[config.mk]
export PLATFORM = sky130hd
export DESIGN_NAME = chroma_gamut_limiter
export DESIGN_NICKNAME = d
export VERILOG_FILES = /design/src/rtl/cgl_pkg.sv /design/src/rtl/cgl_rgb_legal.sv /design/src/rtl/cgl_shrink.sv /design/src/rtl/cgl_out_stage.sv /design/src/rtl/chroma_gamut_limiter.sv
export SDC_FILE = /design/constraint.sdc
export NUM_CORES = 1
export LEC_CHECK = 0
export BUFFER_PORTS_ARGS = -buffer_cell sky130_fd_sc_hd__buf_2
export CAP_MARGIN = 20
export CORE_ASPECT_RATIO = 0.9
export CORE_MARGIN = 5
export CORE_UTILIZATION = 40
export DETAILED_ROUTE_END_ITERATION = 7
export GPL_ROUTABILITY_DRIVEN = 0
export SYNTH_ARGS = -nofsm -noshare
export SYNTH_HDL_FRONTEND = slang
export SYNTH_SLANG_ARGS = --single-unit
export TNS_END_PERCENT = 1
[constraint.sdc]
create_clock -name clk -period 45.8 [get_ports clk]
set_input_delay 2.29 -clock clk [delete_from_list [all_inputs] [get_ports clk]]
set_output_delay 2.29 -clock clk [all_outputs]
set_load 0.1 [all_outputs]
[src/rtl/cgl_pkg.sv]
package cgl_pkg;

  localparam int CGL_DW    = 8;
  localparam int CGL_KW    = 8;
  localparam int COEF_FRAC = 8;
  localparam int ACC_W     = CGL_DW + COEF_FRAC + 6;
  localparam int BIT_W     = $clog2(CGL_KW);

  // colour-difference weights scaled by 2^COEF_FRAC
  localparam int W_R_CR = 359;
  localparam int W_G_CB = 88;
  localparam int W_G_CR = 183;
  localparam int W_B_CB = 454;

  typedef enum logic [1:0] {ST_IDLE, ST_EVAL, ST_SRCH, ST_WAIT} cgl_state_e;

  typedef logic signed [CGL_DW:0]        off_t;
  typedef logic signed [ACC_W-1:0]       acc_t;
  typedef logic [CGL_DW+CGL_KW:0]        prod_t;
  typedef logic [CGL_DW-1:0]             comp_t;

  localparam off_t MID = off_t'(1 <<< (CGL_DW - 1));

  function automatic off_t to_off(input comp_t c);
    return $signed({1'b0, c}) - MID;
  endfunction

  function automatic comp_t from_off(input off_t d);
    off_t t;
    t = d + MID;
    return t[CGL_DW-1:0];
  endfunction

  // one derived channel, rounded to nearest
  function automatic acc_t mix_chan(input comp_t y, input off_t dcb, input off_t dcr,
                                    input int wcb, input int wcr);
    acc_t ys;
    acc_t acc;
    ys  = acc_t'($signed({1'b0, y}));
    acc = (ys <<< COEF_FRAC) + acc_t'(wcb) * acc_t'(dcb) + acc_t'(wcr) * acc_t'(dcr)
        + acc_t'(1 <<< (COEF_FRAC - 1));
    return acc >>> COEF_FRAC;
  endfunction

  function automatic logic in_cube(input acc_t v, input comp_t lo, input comp_t hi);
    acc_t l;
    acc_t h;
    l = acc_t'({1'b0, lo});
    h = acc_t'({1'b0, hi});
    return (v >= l) && (v <= h);
  endfunction

  function automatic logic rgb_ok(input comp_t y, input off_t dcb, input off_t dcr,
                                  input comp_t lo, input comp_t hi);
    return in_cube(mix_chan(y, dcb, dcr, 0, W_R_CR), lo, hi)
        && in_cube(mix_chan(y, dcb, dcr, -W_G_CB, -W_G_CR), lo, hi)
        && in_cube(mix_chan(y, dcb, dcr, W_B_CB, 0), lo, hi);
  endfunction

  // scale an offset by k/2^KW, magnitude truncated toward neutral
  function automatic off_t shrink(input logic [CGL_KW-1:0] k, input off_t d);
    logic [CGL_DW:0] mag;
    prod_t           prod;
    off_t            m;
    mag  = d[CGL_DW] ? $unsigned(-d) : $unsigned(d);
    prod = prod_t'(k) * prod_t'(mag);
    m    = off_t'(prod >> CGL_KW);
    return d[CGL_DW] ? -m : m;
  endfunction

endpackage

[src/rtl/cgl_rgb_legal.sv]
module cgl_rgb_legal
  import cgl_pkg::*;
(
  input  comp_t y,
  input  off_t  dcb,
  input  off_t  dcr,
  input  comp_t lo,
  input  comp_t hi,
  output logic  legal
);
  localparam int NCH = 3;
  localparam int WCB [NCH] = '{0, -W_G_CB, W_B_CB};
  localparam int WCR [NCH] = '{W_R_CR, -W_G_CR, 0};

  logic [NCH-1:0] ch_ok;

  for (genvar c = 0; c < NCH; c++) begin : g_ch
    acc_t v;
    assign v        = mix_chan(y, dcb, dcr, WCB[c], WCR[c]);
    assign ch_ok[c] = in_cube(v, lo, hi);
  end

  assign legal = &ch_ok;
endmodule

[src/rtl/cgl_shrink.sv]
module cgl_shrink
  import cgl_pkg::*;
(
  input  logic [CGL_KW-1:0] k,
  input  off_t              dcb,
  input  off_t              dcr,
  output off_t              scb,
  output off_t              scr
);
  assign scb = shrink(k, dcb);
  assign scr = shrink(k, dcr);
endmodule

[src/rtl/cgl_out_stage.sv]
module cgl_out_stage
  import cgl_pkg::*;
(
  input  logic  clk,
  input  logic  rst,
  input  logic  load,
  input  comp_t d_y,
  input  comp_t d_cb,
  input  comp_t d_cr,
  input  logic  out_ready,
  output logic  slot_free,
  output logic  out_valid,
  output comp_t out_y,
  output comp_t out_cb,
  output comp_t out_cr
);
  assign slot_free = !out_valid || out_ready;

  always_ff @(posedge clk) begin
    if (rst) begin
      out_valid <= 1'b0;
      out_y     <= '0;
      out_cb    <= '0;
      out_cr    <= '0;
    end else if (load) begin
      out_valid <= 1'b1;
      out_y     <= d_y;
      out_cb    <= d_cb;
      out_cr    <= d_cr;
    end else if (out_ready) begin
      out_valid <= 1'b0;
    end
  end

  // stalled output keeps its data
  p_hold_r7: assert property (@(posedge clk) disable iff (rst)
    out_valid && !out_ready |=> out_valid && $stable(out_y) && $stable(out_cb) && $stable(out_cr));

  // a result is written only into a free slot
  p_no_overwrite_r7: assert property (@(posedge clk) disable iff (rst)
    load |-> slot_free);
endmodule

[src/rtl/chroma_gamut_limiter.sv]
module chroma_gamut_limiter
  import cgl_pkg::*;
(
  input  logic       clk,
  input  logic       rst,
  input  logic       in_valid,
  output logic       in_ready,
  input  logic [7:0] in_y,
  input  logic [7:0] in_cb,
  input  logic [7:0] in_cr,
  input  logic [7:0] cube_lo,
  input  logic [7:0] cube_hi,
  output logic       out_valid,
  input  logic       out_ready,
  output logic [7:0] out_y,
  output logic [7:0] out_cb,
  output logic [7:0] out_cr
);
  cgl_state_e        state;
  comp_t             cap_y, cap_lo, cap_hi;
  off_t              cap_dcb, cap_dcr;
  off_t              pend_cb, pend_cr;
  logic [CGL_KW-1:0] k_q;
  logic [BIT_W-1:0]  bit_q;

  // named internal events
  logic accept, luma_oor, src_ok, trial_ok, srch_start, res_valid, out_load, slot_free;
  logic [CGL_KW-1:0] trial_k, k_next;
  off_t trial_cb, trial_cr, fin_cb, fin_cr, res_cb, res_cr;

  assign in_ready = (state == ST_IDLE);
  assign accept   = in_valid && in_ready;
  assign luma_oor = (cap_y < cap_lo) || (cap_y > cap_hi);

  cgl_rgb_legal u_chk_src (
    .y(cap_y), .dcb(cap_dcb), .dcr(cap_dcr), .lo(cap_lo), .hi(cap_hi), .legal(src_ok));

  assign trial_k = k_q | (CGL_KW'(1) << bit_q);

  cgl_shrink u_scl_trial (.k(trial_k), .dcb(cap_dcb), .dcr(cap_dcr), .scb(trial_cb), .scr(trial_cr));

  cgl_rgb_legal u_chk_trial (
    .y(cap_y), .dcb(trial_cb), .dcr(trial_cr), .lo(cap_lo), .hi(cap_hi), .legal(trial_ok));

  assign k_next = trial_ok ? trial_k : k_q;

  cgl_shrink u_scl_final (.k(k_next), .dcb(cap_dcb), .dcr(cap_dcr), .scb(fin_cb), .scr(fin_cr));

  always_comb begin
    res_valid  = 1'b0;
    srch_start = 1'b0;
    res_cb     = cap_dcb;
    res_cr     = cap_dcr;
    unique case (state)
      ST_EVAL: begin
        if (luma_oor) begin
          res_valid = 1'b1;
          res_cb    = '0;
          res_cr    = '0;
        end else if (src_ok) begin
          res_valid = 1'b1;
        end else begin
          srch_start = 1'b1;
        end
      end
      ST_SRCH: begin
        if (bit_q == '0) begin
          res_valid = 1'b1;
          res_cb    = fin_cb;
          res_cr    = fin_cr;
        end
      end
      ST_WAIT: begin
        res_valid = 1'b1;
        res_cb    = pend_cb;
        res_cr    = pend_cr;
      end
      default: ;
    endcase
  end

  assign out_load = res_valid && slot_free;

  always_ff @(posedge clk) begin
    if (rst) begin
      state   <= ST_IDLE;
      cap_y   <= '0;
      cap_lo  <= '0;
      cap_hi  <= '1;
      cap_dcb <= '0;
      cap_dcr <= '0;
      pend_cb <= '0;
      pend_cr <= '0;
      k_q     <= '0;
      bit_q   <= '0;
    end else begin
      unique case (state)
        ST_IDLE: begin
          if (accept) begin
            cap_y   <= in_y;
            cap_dcb <= to_off(in_cb);
            cap_dcr <= to_off(in_cr);
            cap_lo  <= cube_lo;
            cap_hi  <= cube_hi;
            state   <= ST_EVAL;
          end
        end
        ST_EVAL: begin
          if (srch_start) begin
            k_q   <= '0;
            bit_q <= BIT_W'(CGL_KW - 1);
            state <= ST_SRCH;
          end else if (out_load) begin
            state <= ST_IDLE;
          end else begin
            pend_cb <= res_cb;
            pend_cr <= res_cr;
            state   <= ST_WAIT;
          end
        end
        ST_SRCH: begin
          k_q   <= k_next;
          bit_q <= bit_q - 1'b1;
          if (res_valid) begin
            if (out_load) begin
              state <= ST_IDLE;
            end else begin
              pend_cb <= res_cb;
              pend_cr <= res_cr;
              state   <= ST_WAIT;
            end
          end
        end
        ST_WAIT: begin
          if (out_load) state <= ST_IDLE;
        end
        default: state <= ST_IDLE;
      endcase
    end
  end

  cgl_out_stage u_out (
    .clk(clk), .rst(rst), .load(out_load),
    .d_y(cap_y), .d_cb(from_off(res_cb)), .d_cr(from_off(res_cr)),
    .out_ready(out_ready), .slot_free(slot_free),
    .out_valid(out_valid), .out_y(out_y), .out_cb(out_cb), .out_cr(out_cr));

  // input closes right after a sample is taken
  p_busy_r6: assert property (@(posedge clk) disable iff (rst)
    accept |=> !in_ready);

  // every written result with in-range luma is inside the captured cube
  p_result_legal_r3: assert property (@(posedge clk) disable iff (rst)
    out_load && !luma_oor |-> rgb_ok(cap_y, res_cb, res_cr, cap_lo, cap_hi));

  // no chroma offset changes side of neutral
  p_hue_kept_r4: assert property (@(posedge clk) disable iff (rst)
    out_load |-> ((res_cb == '0) || (res_cb[CGL_DW] == cap_dcb[CGL_DW]))
              && ((res_cr == '0) || (res_cr[CGL_DW] == cap_dcr[CGL_DW])));

  // search walks one bit per clock
  p_search_step_r5: assert property (@(posedge clk) disable iff (rst)
    (state == ST_SRCH) && (bit_q != '0) |=> (state == ST_SRCH) && (bit_q == $past(bit_q) - 1'b1));
endmodule

==> flow_results.xml <==
<?xml version="1.0" encoding="UTF-8"?>
<metrics>
  <group name="timing">
    <metric name="setup_ws" unit="ns">25.28</metric>
    <metric name="relSlewSlack" unit="">0.2331</metric>
    <metric name="worst_pin_slew" unit="ns">1.150</metric>
    <metric name="grt_setup_unrepaired" unit="">no</metric>
    <metric name="finalSetupViolations" unit="">0</metric>
    <metric name="timing.final.max_slew_violations" unit="">0</metric>
    <metric name="final_period_minus_worst_setup_slack" unit="ns">20.52</metric>
    <metric name="fin_worst_skew" unit="ns">0.01305</metric>
    <metric name="report.final.hold_viol_count" unit="">0</metric>
    <metric name="hold_ws" unit="ns">0.4586</metric>
    <metric name="totalNegativeSetupSlack" unit="ns">0</metric>
    <metric name="layout_worst_path_cycle_share" unit="">0.4479</metric>
    <metric name="max_freq" unit="MHz">48.74</metric>
  </group>
  <group name="grt">
    <metric name="antenna_found_initial" unit="">3</metric>
    <metric name="grt_start_max_net_pins" unit="">53</metric>
    <metric name="grt_usage" unit="">0.2030</metric>
    <metric name="grt_overflow" unit="">0</metric>
    <metric name="grt_first_pass_wirelength" unit="um">132400</metric>
    <metric name="number_of_global_route_vias_before_repair" unit="">23877</metric>
  </group>
  <group name="placed_design">
    <metric name="placement.setup.worst_slack" unit="ns">25.49</metric>
    <metric name="place_hpwl" unit="um">69250</metric>
    <metric name="placed_cell_area" unit="sq um">31920</metric>
    <metric name="buffer_ports.inserted" unit="">69</metric>
  </group>
  <group name="route">
    <metric name="drc_marker_count_from_the_first_detailed_route_iteration" unit="">1563</metric>
    <metric name="num_vias" unit="">24554</metric>
    <metric name="detail_route.vias_per_cell" unit="">5.304</metric>
    <metric name="drt_pre_antenna_iters" unit="">7</metric>
    <metric name="routed_wirelength" unit="um">83400</metric>
    <metric name="drt-wirelength-per-cell" unit="um">18.02</metric>
    <metric name="drt_drc_violations_left" unit="">0</metric>
    <metric name="detail-route-antenna-nets" unit="">0</metric>
  </group>
  <group name="hold_path">
    <metric name="hold-path-endpoint" unit="">cap_lo[2]</metric>
    <metric name="min_path_cells" unit="">2</metric>
    <metric name="timing.hold.worst.class" unit="">flip-flop to flip-flop</metric>
    <metric name="hold_path_startpoint" unit="">cap_lo[2]</metric>
  </group>
  <group name="die">
    <metric name="core-area" unit="sq um">74770</metric>
    <metric name="std_cell_rows" unit="">95</metric>
    <metric name="initial_utilization" unit="">0.4035</metric>
    <metric name="fp.dieArea" unit="sq um">81010</metric>
    <metric name="floorplan.io_pins" unit="">70</metric>
    <metric name="die_height" unit="um">270.5</metric>
    <metric name="chipWidth" unit="um">299.5</metric>
  </group>
  <group name="clock_network">
    <metric name="cts_tree" unit="">built</metric>
    <metric name="clockRootBuffer" unit="">clkbuf_16</metric>
    <metric name="post_cts.repair.setup_buffers" unit="">0</metric>
    <metric name="clockBufferDepth" unit="">2</metric>
    <metric name="cts_bufs_inserted" unit="">9</metric>
    <metric name="path_clk_slew" unit="ns">0.08</metric>
    <metric name="clkSinkCount" unit="">94</metric>
    <metric name="cts.htree.levels" unit="">3</metric>
    <metric name="clkLatencyLatePin" unit="ns">0.39</metric>
    <metric name="cts-resized-gates" unit="">0</metric>
    <metric name="cts_hold_buffers" unit="">0</metric>
  </group>
  <group name="logic_synthesis">
    <metric name="synthesis.nets" unit="">4643</metric>
    <metric name="share_of_flip_flops_with_an_asynchronous_set_or_reset_after_synthesis" unit="">0</metric>
    <metric name="synth-warning-count" unit="">0</metric>
    <metric name="synth-simple-area-share" unit="">0.1309</metric>
    <metric name="ys_ff_latch" unit="">94</metric>
    <metric name="synth-edff-count" unit="">0</metric>
    <metric name="largest_family_of_logic_cells_by_synthesized_area" unit="">adder cells</metric>
    <metric name="synth_area" unit="sq um">30170</metric>
    <metric name="synth_mux_area_frac" unit="">0.007217</metric>
    <metric name="synth_compound_gate_area_share" unit="">0.1499</metric>
    <metric name="syn-mean-instance-area" unit="sq um">8.396</metric>
    <metric name="ys_dominant_reg_cell" unit="">dfxtp_1</metric>
    <metric name="netlist-cell-type-count" unit="">89</metric>
    <metric name="post_synth_fa_ha_maj_area_fraction" unit="">0.4952</metric>
    <metric name="seq_area_frac_synth" unit="">0.06238</metric>
    <metric name="xor_xnor_portion_of_the_synthesized_cell_area" unit="">0.06512</metric>
    <metric name="netlist_instances" unit="">3593</metric>
  </group>
  <group name="layout">
    <metric name="insertedDiodeCount" unit="">0</metric>
    <metric name="syn2layout_area_growth" unit="%">6.823</metric>
    <metric name="final_design_area_no_fill" unit="sq um">32220</metric>
    <metric name="share_of_layout_cells_above_drive_strength_1" unit="">0.06286</metric>
    <metric name="final_nets" unit="">4704</metric>
    <metric name="final.fill_count" unit="">7519</metric>
  </group>
  <group name="critical_path">
    <metric name="worstSetupPathType" unit="">flip-flop to flip-flop</metric>
    <metric name="r2r_cells" unit="">71</metric>
    <metric name="cpMaxStageDelayCell" unit="">dfxtp_1</metric>
    <metric name="reg2reg_slack" unit="ns">25.28</metric>
    <metric name="crit-reg2reg-launch" unit="">cap_dcr[0]</metric>
    <metric name="cp_data_required_time" unit="ns">46.03</metric>
    <metric name="critPathLaunchType" unit="">flip-flop</metric>
    <metric name="critPathCaptureType" unit="">flip-flop</metric>
    <metric name="timing.critical_path.mode_cell" unit="">fa_1</metric>
    <metric name="worst-path-max-fanout" unit="">16</metric>
    <metric name="worstPathArrival" unit="ns">20.75</metric>
    <metric name="critical_path.reg2reg.endpoint" unit="">u_out.out_cr[7]</metric>
    <metric name="critical_path.max_stage_delay" unit="ns">0.80</metric>
  </group>
  <group name="flow_run">
    <metric name="timing.max_cap.violations" unit="">0</metric>
  </group>
  <group name="outcome">
    <metric name="run_status" unit="">finished clean</metric>
  </group>
</metrics>
[layout by cell type, fill, tap and decap left out, types with 8 or more instances in the layout]
master,n
ha_1,693
inv_1,630
nor2_1,349
fa_1,313
a21oi_1,209
nand2_1,195
xnor2_1,160
o21ai_0,97
dfxtp_1,93
a21o_1,83
buf_2,68
buf_4,65
xor2_1,59
nand2b_1,52
o21a_1,41
nor3_1,40
or2_2,39
nand3_1,37
nor2b_1,37
a211oi_1,33
o21bai_1,33
nand4_1,29
o211ai_1,23
and3_1,18
mux2i_1,14
and2_1,13
o31ai_1,12
a31oi_1,12
a22oi_1,10
o22ai_1,10
a2111oi_0,9
clkbuf_16,9
nor4_1,8
or3_1,8
[cell families (layout without fill, tap and decap cells)]
family / Yosys count / after routing
multiplexers: 20 / 20
AO/OA/AOI/OAI: 680 / 680
flip-flops: 94 / 94
AND/OR/NAND/NOR: 855 / 855
adder cells (fa/ha/maj): 1006 / 1006
buffers and inverters: 717 / 783
XOR/XNOR: 221 / 221
[critical path, delay by kind of cell (launching register included)]
family,cells,cell delay (ns)
xor gates and xnor gates,4,0.91
and+or+nand+nor,11,2.79
buffers and inverters,11,1.41
adders and majority gates,19,8.31
AOI/OAI and AO/OA,26,6.08
DFF,1,0.80
[worst max-delay path by stage]
| stage | start | to | depth (start not counted) |
|---|---|---|---|
| global placement | cap_dcr[0] | u_out.out_cr[7] | 76 |
| CTS | cap_dcr[0] | u_out.out_cr[7] | 71 |
| finish | cap_dcr[0] | u_out.out_cr[7] | 71 |
| floorplan | cap_dcr[0] | u_out.out_cr[7] | 76 |
| global route | cap_dcr[0] | u_out.out_cr[7] | 73 |
| detailed placement | cap_dcr[0] | u_out.out_cr[7] | 71 |
[metrics by stage]
stage,util,instances
2_1_floorplan,-,3593
3_3_place_gp,0.4269,4613
3_5_place_dp,0.4269,4613
4_1_cts,0.4310,4629
5_1_grt,0.4310,4629
6_report,0.4310,4629
[routing by layer]
layer / vias up / wire [um] / global-route usage / part of all wire
li1: 12131 / - / - / -
met1: 11753 / 39570 / 0.2906 / 0.47
met2: 593 / 37240 / 0.3285 / 0.45
met3: 77 / 4836 / 0.02646 / 0.058
met4: 0 / 1755 / 0.04409 / 0.021
met5: - / 0 / 0 / 0
[Yosys cell counts, drive strengths merged (9+ instances only)]
cell type,number,area share
ha,693,0.29
inv,631,0.079
nor2,350,0.044
fa,313,0.21
a21oi,209,0.035
nand2,195,0.024
xnor2,160,0.046
o21ai,105,0.018
dfxtp,94,0.062
a21o,83,0.021
clkbuf,77,0.0096
xor2,59,0.017
nand2b,52,0.011
nor3,41,0.0068
o21a,41,0.010
or2,39,0.0081
nor2b,38,0.0079
nand3,37,0.0061
o21bai,35,0.0090
a211oi,34,0.0089
nand4,29,0.0060
o211ai,24,0.0061
and3,18,0.0037
mux2i,16,0.0057
o31ai,14,0.0038
and2,13,0.0027
a31oi,12,0.0025
a22oi,10,0.0025
o22ai,10,0.0021
a2111oi,9,0.0026
or3,9,0.0020
[final cells by class]
cell class / instances / area, sq um / area share
well taps: 970 / 1214 / 0.03766
clock buffers: 9 / 225.2 / 0.006989
inverters: 634 / 2380 / 0.07385
clock inverters: 7 / 80.08 / 0.002485
multi-input cells: 2782 / 25610 / 0.7949
repair buffers: 133 / 828.3 / 0.02570
flip-flops and latches: 94 / 1883 / 0.05844
Power is not shown: default switching activity piles up to over one toggle a cycle in this logic, so the estimate is an artifact.
